<file path="src/rtl/ipsig_pkg.sv">
package ipsig_pkg;

  localparam int ID_W   = 32;
  localparam int HALF_W = 16;

  localparam logic [7:0] OFF_SEND = 8'h0C;
  localparam logic [7:0] OFF_RECV = 8'h10;
  localparam logic [7:0] OFF_EN   = 8'h14;
  localparam logic [7:0] OFF_DIS  = 8'h18;
  localparam logic [7:0] OFF_CLR  = 8'h1C;
  localparam logic [7:0] OFF_CCLR = 8'h38;

  localparam logic [ID_W-1:0] NONE_ID = '1;

  typedef enum logic [2:0] {
    CMD_NONE,
    CMD_SEND,
    CMD_EN,
    CMD_DIS,
    CMD_CLR,
    CMD_CCLR
  } cmd_e;

  // Client number of a table slot.
  function automatic logic [HALF_W-1:0] slot_client(int k, int per_client, int first_client);
    return HALF_W'(first_client + k / per_client);
  endfunction

  // Signal number of a table slot.
  function automatic logic [HALF_W-1:0] slot_signal(int k, int per_client);
    return HALF_W'(k % per_client);
  endfunction

  // Packed ID of a table slot: client high, signal low.
  function automatic logic [ID_W-1:0] slot_id(int k, int per_client, int first_client);
    return {slot_client(k, per_client, first_client), slot_signal(k, per_client)};
  endfunction

  function automatic cmd_e decode_cmd(logic wr, logic [7:0] addr);
    if (!wr) return CMD_NONE;
    case (addr)
      OFF_SEND: return CMD_SEND;
      OFF_EN:   return CMD_EN;
      OFF_DIS:  return CMD_DIS;
      OFF_CLR:  return CMD_CLR;
      OFF_CCLR: return CMD_CCLR;
      default:  return CMD_NONE;
    endcase
  endfunction

endpackage

</file>
<file path="src/rtl/ipsig_decode.sv">
// Maps a packed ID onto the slot table: exact-match one-hot vector.
module ipsig_decode
  import ipsig_pkg::*;
#(
  parameter int NUM_SLOTS    = 48,
  parameter int PER_CLIENT   = 16,
  parameter int FIRST_CLIENT = 1
) (
  input  logic [ID_W-1:0]      id,
  output logic [NUM_SLOTS-1:0] hit
);

  for (genvar k = 0; k < NUM_SLOTS; k++) begin : g_slot
    assign hit[k] = (id == slot_id(k, PER_CLIENT, FIRST_CLIENT));
  end

endmodule

</file>
<file path="src/rtl/ipsig_state.sv">
// Pending and enable bits per slot. Set beats clear.
module ipsig_state #(
  parameter int NUM_SLOTS = 48
) (
  input  logic                 clk,
  input  logic                 rst_n,
  input  logic [NUM_SLOTS-1:0] set_vec,
  input  logic [NUM_SLOTS-1:0] clr_vec,
  input  logic [NUM_SLOTS-1:0] en_vec,
  input  logic [NUM_SLOTS-1:0] dis_vec,
  output logic [NUM_SLOTS-1:0] pending_q,
  output logic [NUM_SLOTS-1:0] enable_q
);

  for (genvar k = 0; k < NUM_SLOTS; k++) begin : g_bit
    always_ff @(posedge clk) begin
      if (!rst_n) begin
        pending_q[k] <= 1'b0;
        enable_q[k]  <= 1'b0;
      end else begin
        if (set_vec[k])      pending_q[k] <= 1'b1;
        else if (clr_vec[k]) pending_q[k] <= 1'b0;
        if (en_vec[k])       enable_q[k]  <= 1'b1;
        else if (dis_vec[k]) enable_q[k]  <= 1'b0;
      end
    end
  end

endmodule

</file>
<file path="src/rtl/ipsig_pick.sv">
// Lowest active slot wins; reports its packed ID or all ones.
module ipsig_pick
  import ipsig_pkg::*;
#(
  parameter int NUM_SLOTS    = 48,
  parameter int PER_CLIENT   = 16,
  parameter int FIRST_CLIENT = 1
) (
  input  logic [NUM_SLOTS-1:0] active,
  output logic [ID_W-1:0]      recv_word
);

  always_comb begin
    recv_word = NONE_ID;
    for (int k = NUM_SLOTS - 1; k >= 0; k--) begin
      if (active[k]) recv_word = slot_id(k, PER_CLIENT, FIRST_CLIENT);
    end
  end

endmodule

</file>
<file path="src/rtl/ipsig_ctrl.sv">
module ipsig_ctrl
  import ipsig_pkg::*;
#(
  parameter int NUM_SLOTS    = 48,
  parameter int PER_CLIENT   = 16,
  parameter int FIRST_CLIENT = 1
) (
  input  logic        clk,
  input  logic        rst_n,
  input  logic        bus_wr,
  input  logic        bus_rd,
  input  logic [7:0]  bus_addr,
  input  logic [31:0] bus_wdata,
  output logic [31:0] bus_rdata,
  output logic        tx_valid,
  output logic [31:0] tx_id,
  input  logic        rx_valid,
  input  logic [31:0] rx_id,
  output logic        irq
);

  // Named internal events, visible to the bound checker.
  cmd_e                 cmd;
  logic [NUM_SLOTS-1:0] rx_hit;
  logic [NUM_SLOTS-1:0] cmd_hit;
  logic [NUM_SLOTS-1:0] client_hit;
  logic [NUM_SLOTS-1:0] pending_q;
  logic [NUM_SLOTS-1:0] enable_q;
  logic [NUM_SLOTS-1:0] active;
  logic [NUM_SLOTS-1:0] set_vec, clr_vec, en_vec, dis_vec;
  logic [ID_W-1:0]      recv_word;

  assign cmd = decode_cmd(bus_wr, bus_addr);

  ipsig_decode #(.NUM_SLOTS(NUM_SLOTS), .PER_CLIENT(PER_CLIENT), .FIRST_CLIENT(FIRST_CLIENT))
    u_rx_dec (.id(rx_id), .hit(rx_hit));

  ipsig_decode #(.NUM_SLOTS(NUM_SLOTS), .PER_CLIENT(PER_CLIENT), .FIRST_CLIENT(FIRST_CLIENT))
    u_cmd_dec (.id(bus_wdata), .hit(cmd_hit));

  for (genvar k = 0; k < NUM_SLOTS; k++) begin : g_client
    assign client_hit[k] = (bus_wdata[HALF_W-1:0] == slot_client(k, PER_CLIENT, FIRST_CLIENT));
  end

  always_comb begin
    set_vec = rx_valid ? rx_hit : '0;
    clr_vec = '0;
    en_vec  = '0;
    dis_vec = '0;
    case (cmd)
      CMD_CLR:  clr_vec = cmd_hit;
      CMD_CCLR: clr_vec = client_hit;
      CMD_EN:   en_vec  = cmd_hit;
      CMD_DIS:  dis_vec = cmd_hit;
      default:  ;
    endcase
  end

  ipsig_state #(.NUM_SLOTS(NUM_SLOTS)) u_state (
    .clk      (clk),
    .rst_n    (rst_n),
    .set_vec  (set_vec),
    .clr_vec  (clr_vec),
    .en_vec   (en_vec),
    .dis_vec  (dis_vec),
    .pending_q(pending_q),
    .enable_q (enable_q)
  );

  assign active = pending_q & enable_q;

  ipsig_pick #(.NUM_SLOTS(NUM_SLOTS), .PER_CLIENT(PER_CLIENT), .FIRST_CLIENT(FIRST_CLIENT))
    u_pick (.active(active), .recv_word(recv_word));

  assign irq = |active;

  // Outgoing strobe: one registered pulse per send write.
  always_ff @(posedge clk) begin
    if (!rst_n) begin
      tx_valid <= 1'b0;
      tx_id    <= '0;
    end else begin
      tx_valid <= (cmd == CMD_SEND);
      if (cmd == CMD_SEND) tx_id <= bus_wdata;
    end
  end

  assign bus_rdata = (bus_rd && bus_addr == OFF_RECV) ? recv_word : '0;

endmodule

</file>
<file path="config.mk">
export PLATFORM = sky130hd
export DESIGN_NAME = ipsig_ctrl
export DESIGN_NICKNAME = d
export VERILOG_FILES = /design/src/rtl/ipsig_pkg.sv /design/src/rtl/ipsig_decode.sv /design/src/rtl/ipsig_state.sv /design/src/rtl/ipsig_pick.sv /design/src/rtl/ipsig_ctrl.sv
export SDC_FILE = /design/constraint.sdc
export NUM_CORES = 1
export LEC_CHECK = 0
export BUFFER_PORTS_ARGS = -buffer_cell sky130_fd_sc_hd__buf_2
export CAP_MARGIN = 20
export CORE_MARGIN = 3
export CORE_UTILIZATION = 40
export DETAILED_ROUTE_END_ITERATION = 10
export MAX_ROUTING_LAYER = met4
export PLACE_DENSITY = 0.6
export REMOVE_ABC_BUFFERS = 1
export SLEW_MARGIN = 20
export SYNTH_ARGS = -nofsm -noshare
export SYNTH_HDL_FRONTEND = slang
export SYNTH_HIERARCHICAL = 1
export SYNTH_SLANG_ARGS = --single-unit
export TNS_END_PERCENT = 20
</file>
<file path="constraint.sdc">
create_clock -name clk -period 9.7 [get_ports clk]
set_clock_uncertainty 0.2 [all_clocks]
set_input_delay 1.455 -clock clk [delete_from_list [all_inputs] [get_ports clk]]
set_output_delay 1.455 -clock clk [all_outputs]
set_load 0.01 [all_outputs]
</file>
==> results.cfg, run 1 <==
[status]
status = finished, final reports clean

[sta]
max_freq_ghz = 0.1999
setup_violations = 0
drv_slew = 0
relSlewSlack_pct = 28.16
hold_violations = 0
rsz0062_at_grt = no
tns_ns = 0
fin_crit_ns = 5.002
finalCritPeriodShare_pct = 51.57
tightest_slew_ns = 1.078

[grt]
grt_max_degree = 98
grt.total_usage_pct = 21.37
grt_pass1_vias = 7482
grt_pass1_wl_um = 40400
top_usage_layer = met2
grtUsageMet1_pct = 29.84
antenna_found_initial = 0
use_met3_pct = 4.089
met2_usage_pct = 32.16
gr-total-overflow = 0

[die]
start_util_pct = 41.50
die_x_um = 155.3
num_rows = 53
die-area_mm2 = 0.02412
io_pins = 143
core-area_mm2 = 0.02149
fp.dieH_um = 155.3

[pwr]
leakage_uw = 0.004041
finalPower_uw = 1217
ir_worst_vdd_uv = 123.3
power_per_cell_area_mw_per_mm2 = 121.8

[critical_path]
cp_max_fo = 32
cp-end-kind = primary output
crit_slowest_cell = and3_1
crit_top_cell = buf_2
r2r_slack_ns = 8.78
crit_chain = buf_2, or4_1, nor2_1, and3_1, and2_1, buf_2
slowest_delay_ns = 0.74
cp.buffers_inverters = 2
critPathKind = in2out
critical_path_arrival_ns = 3.35
start_kind = input pin
ff2ff_path_depth = 2
cp.required_ns = 8.05
rr_startpoint = u_state/pending_q[16]
path_delay_family = simple AND/OR/NAND/NOR gates
r2r-end = u_state/pending_q[16]

[synthesis]
syn_area_per_cell_um2 = 7.654
yosysTopAreaCell = dfxtp_1
synthMuxAreaShare_pct = 0
synth-adder-area-share_pct = 0
syn_area_mm2 = 0.008917
synth-xor-area-share_pct = 0.09822
synth-edff-count = 0
synthDistinctLibCells = 51
ys_seq_area_share_pct = 28.96
ys_warn_count = 6
ys.flop_type = dfxtp_1
synthSimpleGateAreaFrac_pct = 48.67
synth_top_area_share_pct = 28.96
synth_cells = 1165
synth_seq_cells = 129
yosys-top-cells-area = dfxtp_1, and2_1, o21a_1, nor2b_1, nor2_1
synth_top_family_by_area = simple AND/OR/NAND/NOR gates
async_flop_share_pct = 0
synth_compound_area_share_pct = 15.06

[hold_path]
hp-start = tx_id[30]
hold_class = reg2reg
hold_depth = 2
hold-path-endpoint = tx_id[30]

[clock_tree]
cts_hold_buf = 0
cts_buffers = 17
root_buffer = clkbuf_16
cts-resized-gates = 0
cts_tree = done
clkSinkCount = 129
postCtsSetupBuffers = 0
clk_latency_ns = 0.42
cts_buffer_depth = 2
h-tree-depth = 4
clk_pin_slew_ns = 0.07

[detailed_routing]
finalWirelength_um = 25480
ant_nets = 0
drtPass1Iterations = 5
vias_per_cell = 5.394
route.detailed.drc = 0
wl_per_cell_um = 16.78
drt-initial-drc-count = 621
vias = 8194

[layout]
fill_cells = 2223
area_growth_pct = 12.04
num-nets-final = 1308
seq_area_mm2 = 0.002582
multi_input_area_mm2 = 0.005710
diodes = 0
layout-drive-gt1-share_pct = 17.36

[flow_run]
max_cap_violations = 0

[place]
gp_congestion = 0.8910
dp_hpwl_um = 16870
port_buffers = 142
## cell usage in the layout (no fill, tap or decap), drive strengths merged, types with 35 or more instances in the layout
| cell | n |
|---|---|
| o21ai | 37 |
| nand2 | 85 |
| a21oi | 57 |
| nor2b | 102 |
| nand3 | 35 |
| nor2 | 120 |
| buf | 148 |
| dfxtp | 129 |
| nand4 | 43 |
| and2 | 226 |
| o21a | 97 |
## final cells by class
class | count | share of cell area, %
Clock buffer | 17 | 4.258
Clock inverter | 15 | 1.403
Inverter | 8 | 0.3006
Multi-Input combinational cell | 927 | 57.16
Sequential cell | 129 | 25.85
Tap cell | 275 | 3.444
Timing Repair Buffer | 148 | 7.589
## state kept, by name, indices dropped and copies added (netlist names)
| signal | cells |
|---|---|
| tx_valid | 1 |
| u_state/pending_q | 48 |
| tx_id | 32 |
| u_state/enable_q | 48 |
## worst max path at each step
stage	start	endpoint	cells after the start
floorplan	bus_addr[2]	u_state/pending_q[15]	6
global placement	bus_addr[1]	bus_rdata[29]	6
detailed placement	bus_addr[1]	bus_rdata[22]	6
CTS	bus_addr[1]	bus_rdata[22]	6
global route	bus_addr[1]	bus_rdata[16]	6
finish	bus_addr[1]	bus_rdata[1]	6
## per-stage QoR
stage	utilization (%)	std cells	hold slack (ns)	setup slack [ns]	area (um^2)
after floorplan	-	1064	0.2938	5.237	8304
after global placement	43.83	1487	0.2492	4.803	9417
after detailed placement	43.83	1487	0.2576	4.697	9417
after CTS	46.46	1519	0.2718	4.695	9982
after global routing	46.50	1519	0.2936	4.543	9991
final	46.50	1519	0.2649	4.698	9991
## worst reg2reg max path, delay by kind of cell, from the launching register on
family,cells,cell delay (ns)
flops,1,0.31
compound gates,1,0.17
simple gates,1,0.13
## where the power goes
part	switching (uW)	leakage, uW	internal (uW)
Sequential	0.0772	0.00104	530
Combinational	43.1	0.00274	23.3
Clock	266	0.000265	354
## per-layer routing
metal	wire (um)	up-vias
met5	0	-
met4	373	0
met3	1597	23
met2	11070	254
met1	12440	3807
li1	-	4110
## synthesized netlist by cell type (16+ instances only)
| cell type | number |
|---|---|
| a21oi_1 | 57 |
| dfxtp_1 | 129 |
| nand4_1 | 33 |
| or4_1 | 16 |
| clkbuf_1 | 40 |
| nand2_1 | 85 |
| nor2b_1 | 102 |
| o21ai_0 | 36 |
| o21a_1 | 97 |
| nand3_1 | 35 |
| buf_4 | 28 |
| and2_1 | 225 |
| nor2_1 | 115 |
## kinds of logic (layout without fill, tap and decap cells)
family	count (synthesis)	count (layout)
buffers and inverters	109	188
AOI/OAI and AO/OA	209	209
and+or+nand+nor	717	717
xor gates and xnor gates	1	1
DFF	129	129
No activity file was read; power rests on OpenSTA's default activity.
==> run 2, diff against run 1 <==
--- a/config.mk
+++ b/config.mk
@@ -11,7 +11,7 @@
 export CORE_UTILIZATION = 40
 export DETAILED_ROUTE_END_ITERATION = 10
 export MAX_ROUTING_LAYER = met4
-export PLACE_DENSITY = 0.6
+export PLACE_DENSITY = 0.62
 export REMOVE_ABC_BUFFERS = 1
 export SLEW_MARGIN = 20
 export SYNTH_ARGS = -nofsm -noshare
==> constraint.sdc (replaced) <==
create_clock -name clk -period 4 [get_ports clk]
set_clock_uncertainty 0.2 [all_clocks]
set_input_delay 0.6 -clock clk [delete_from_list [all_inputs] [get_ports clk]]
set_output_delay 0.6 -clock clk [all_outputs]
set_load 0.01 [all_outputs]
==> results.cfg, run 2 (synthesized netlist as in run 1, its figures left out) <==
[hold_path]
hp-start = bus_wdata[24]
hold-path-endpoint = tx_id[24]
hold_depth = 3
hold_class = in2reg

[sta]
tightest_slew_ns = 0.9087
tns_ns = 0
relSlewSlack_pct = 38.96
rsz0062_at_grt = no
timing.hold.ws_ns = 0.2449
setup_slack_ns = 0.4665
fin_crit_ns = 3.533
finalCritPeriodShare_pct = 88.34
drv_slew = 0
hold_violations = 0
setup_violations = 0
max_freq_ghz = 0.2830

[critical_path]
crit_top_cell = or4_1
crit_chain = and2_1, or4_1, or4_1, or4_1, buf_2
r2r_slack_ns = 3.09
cp-end-kind = primary output
start_kind = flip-flop
cp.required_ns = 3.20
critPathKind = reg2out
critical_path_arrival_ns = 2.73
rr_startpoint = u_state/pending_q[7]
r2r-end = u_state/pending_q[7]
ff2ff_path_depth = 2
cp_max_fo = 5
critPathLaunch = u_state/pending_q[26]
slowest_delay_ns = 0.58
crit_slowest_cell = or4_1

[layout]
fill_cells = 2198
fin_util_pct = 46.90
area_growth_pct = 12.99
num-nets-final = 1314
layout_commonest_cell = and2_1
top_regs = u_state/enable_q: 48 flops, u_state/pending_q: 48 flops, tx_id: 32 flops
layout-drive-gt1-share_pct = 17.76
final_cell_mix = and2_1, buf_2, dfxtp_1

[pwr]
ir_worst_vdd_uv = 281.6
leakage_uw = 0.004087
power_per_cell_area_mw_per_mm2 = 300.7

[die]
io_pins = 143
start_util_pct = 41.50
die_x_um = 155.3
fp.dieH_um = 155.3
die-area_mm2 = 0.02412
num_rows = 53
core-area_mm2 = 0.02149

[clock_tree]
postCtsSetupBuffers = 0
h-tree-depth = 4
root_buffer = clkbuf_16
cts_buffer_depth = 2
clk_latency_ns = 0.42
cts_tree = done
clk_pin_slew_ns = 0.06
cts_hold_buf = 0
cts_buffers = 17
cts-resized-gates = 0
clkSinkCount = 129

[place]
port_buffers = 142
dp_slack_ns = 0.7398
dp_hpwl_um = 17640
gp_congestion = 0.8784

[grt]
top_usage_layer = met2
grt_max_degree = 85
antenna_found_initial = 0
gr-total-overflow = 0
met2_usage_pct = 32.76
grt.total_usage_pct = 21.66
grtUsageMet1_pct = 30.10
use_met3_pct = 3.978
grt_pass1_wl_um = 41000
grt_pass1_vias = 7628

[detailed_routing]
vias = 8271
route.detailed.drc = 0
drtPass1Iterations = 5
vias_per_cell = 5.420
drt-initial-drc-count = 592
ant_nets = 0
finalWirelength_um = 25760
wl_per_cell_um = 16.88

[status]
status = finished, final reports clean

[flow_run]
max_cap_violations = 0
==> run 2: changes by cell type in the layout (fill, tap and decap cells not counted), sizes merged <==
cell and change:
bufinv +1, clkinvlp -2, diode +1, inv +5, buf +6, clkinv -4
==> run 2: area by class of cell <==
type                    count  area, um^2  area share, %
clock buffers              17       425.4          4.222
repair buffers            154       815.8          8.096
inverters                   8       30.03         0.2980
flip-flops and latches    129        2582          25.63
multi-input cells         927        5702          56.59
clock inverters            15       173.9          1.726
well taps                 275       344.1          3.415
diodes                      1       2.502        0.02484
==> run 2: worst max path at each step <==
stage / depth (start not counted) / to
6_report: 5 / irq
5_1_grt: 7 / bus_rdata[11]
4_1_cts: 5 / irq
3_5_place_dp: 6 / bus_rdata[16]
3_3_place_gp: 6 / bus_rdata[18]
2_1_floorplan: 6 / u_state/pending_q[15]
==> run 2: stage by stage <==
step                power [uW]  instance area, um^2  instances
floorplan                 1358                 8304       1064
global placement          1473                 9474       1493
detailed placement        1475                 9474       1493
CTS                       3055                10070       1525
global route              3134                10070       1525
finish                    3029                10080       1526
==> run 2: where the power goes <==
part | internal, uW | leakage (uW) | switching [uW] | total, uW
sequential | 1280 | 0.00104 | 0.192 | 1290
clock | 935 | 0.000287 | 648 | 1580
combinational | 58.2 | 0.00276 | 103 | 161
total | 2280 | 0.00409 | 751 | 3030
==> run 2: layer usage <==
layer / vias up / part of all wire (%)
li1: 4124 / -
met2: 258 / 45
met3: 20 / 5.9
met1: 3869 / 48
met4: 0 / 1.5
met5: - / 0
==> run 2: critical path, delay by kind of cell, from the launching register on <==
| family | cells | cell delay, ns |
|---|---|---|
| DFF | 1 | 0.30 |
| and+or+nand+nor | 4 | 1.85 |
| buffers and inverters | 1 | 0.16 |
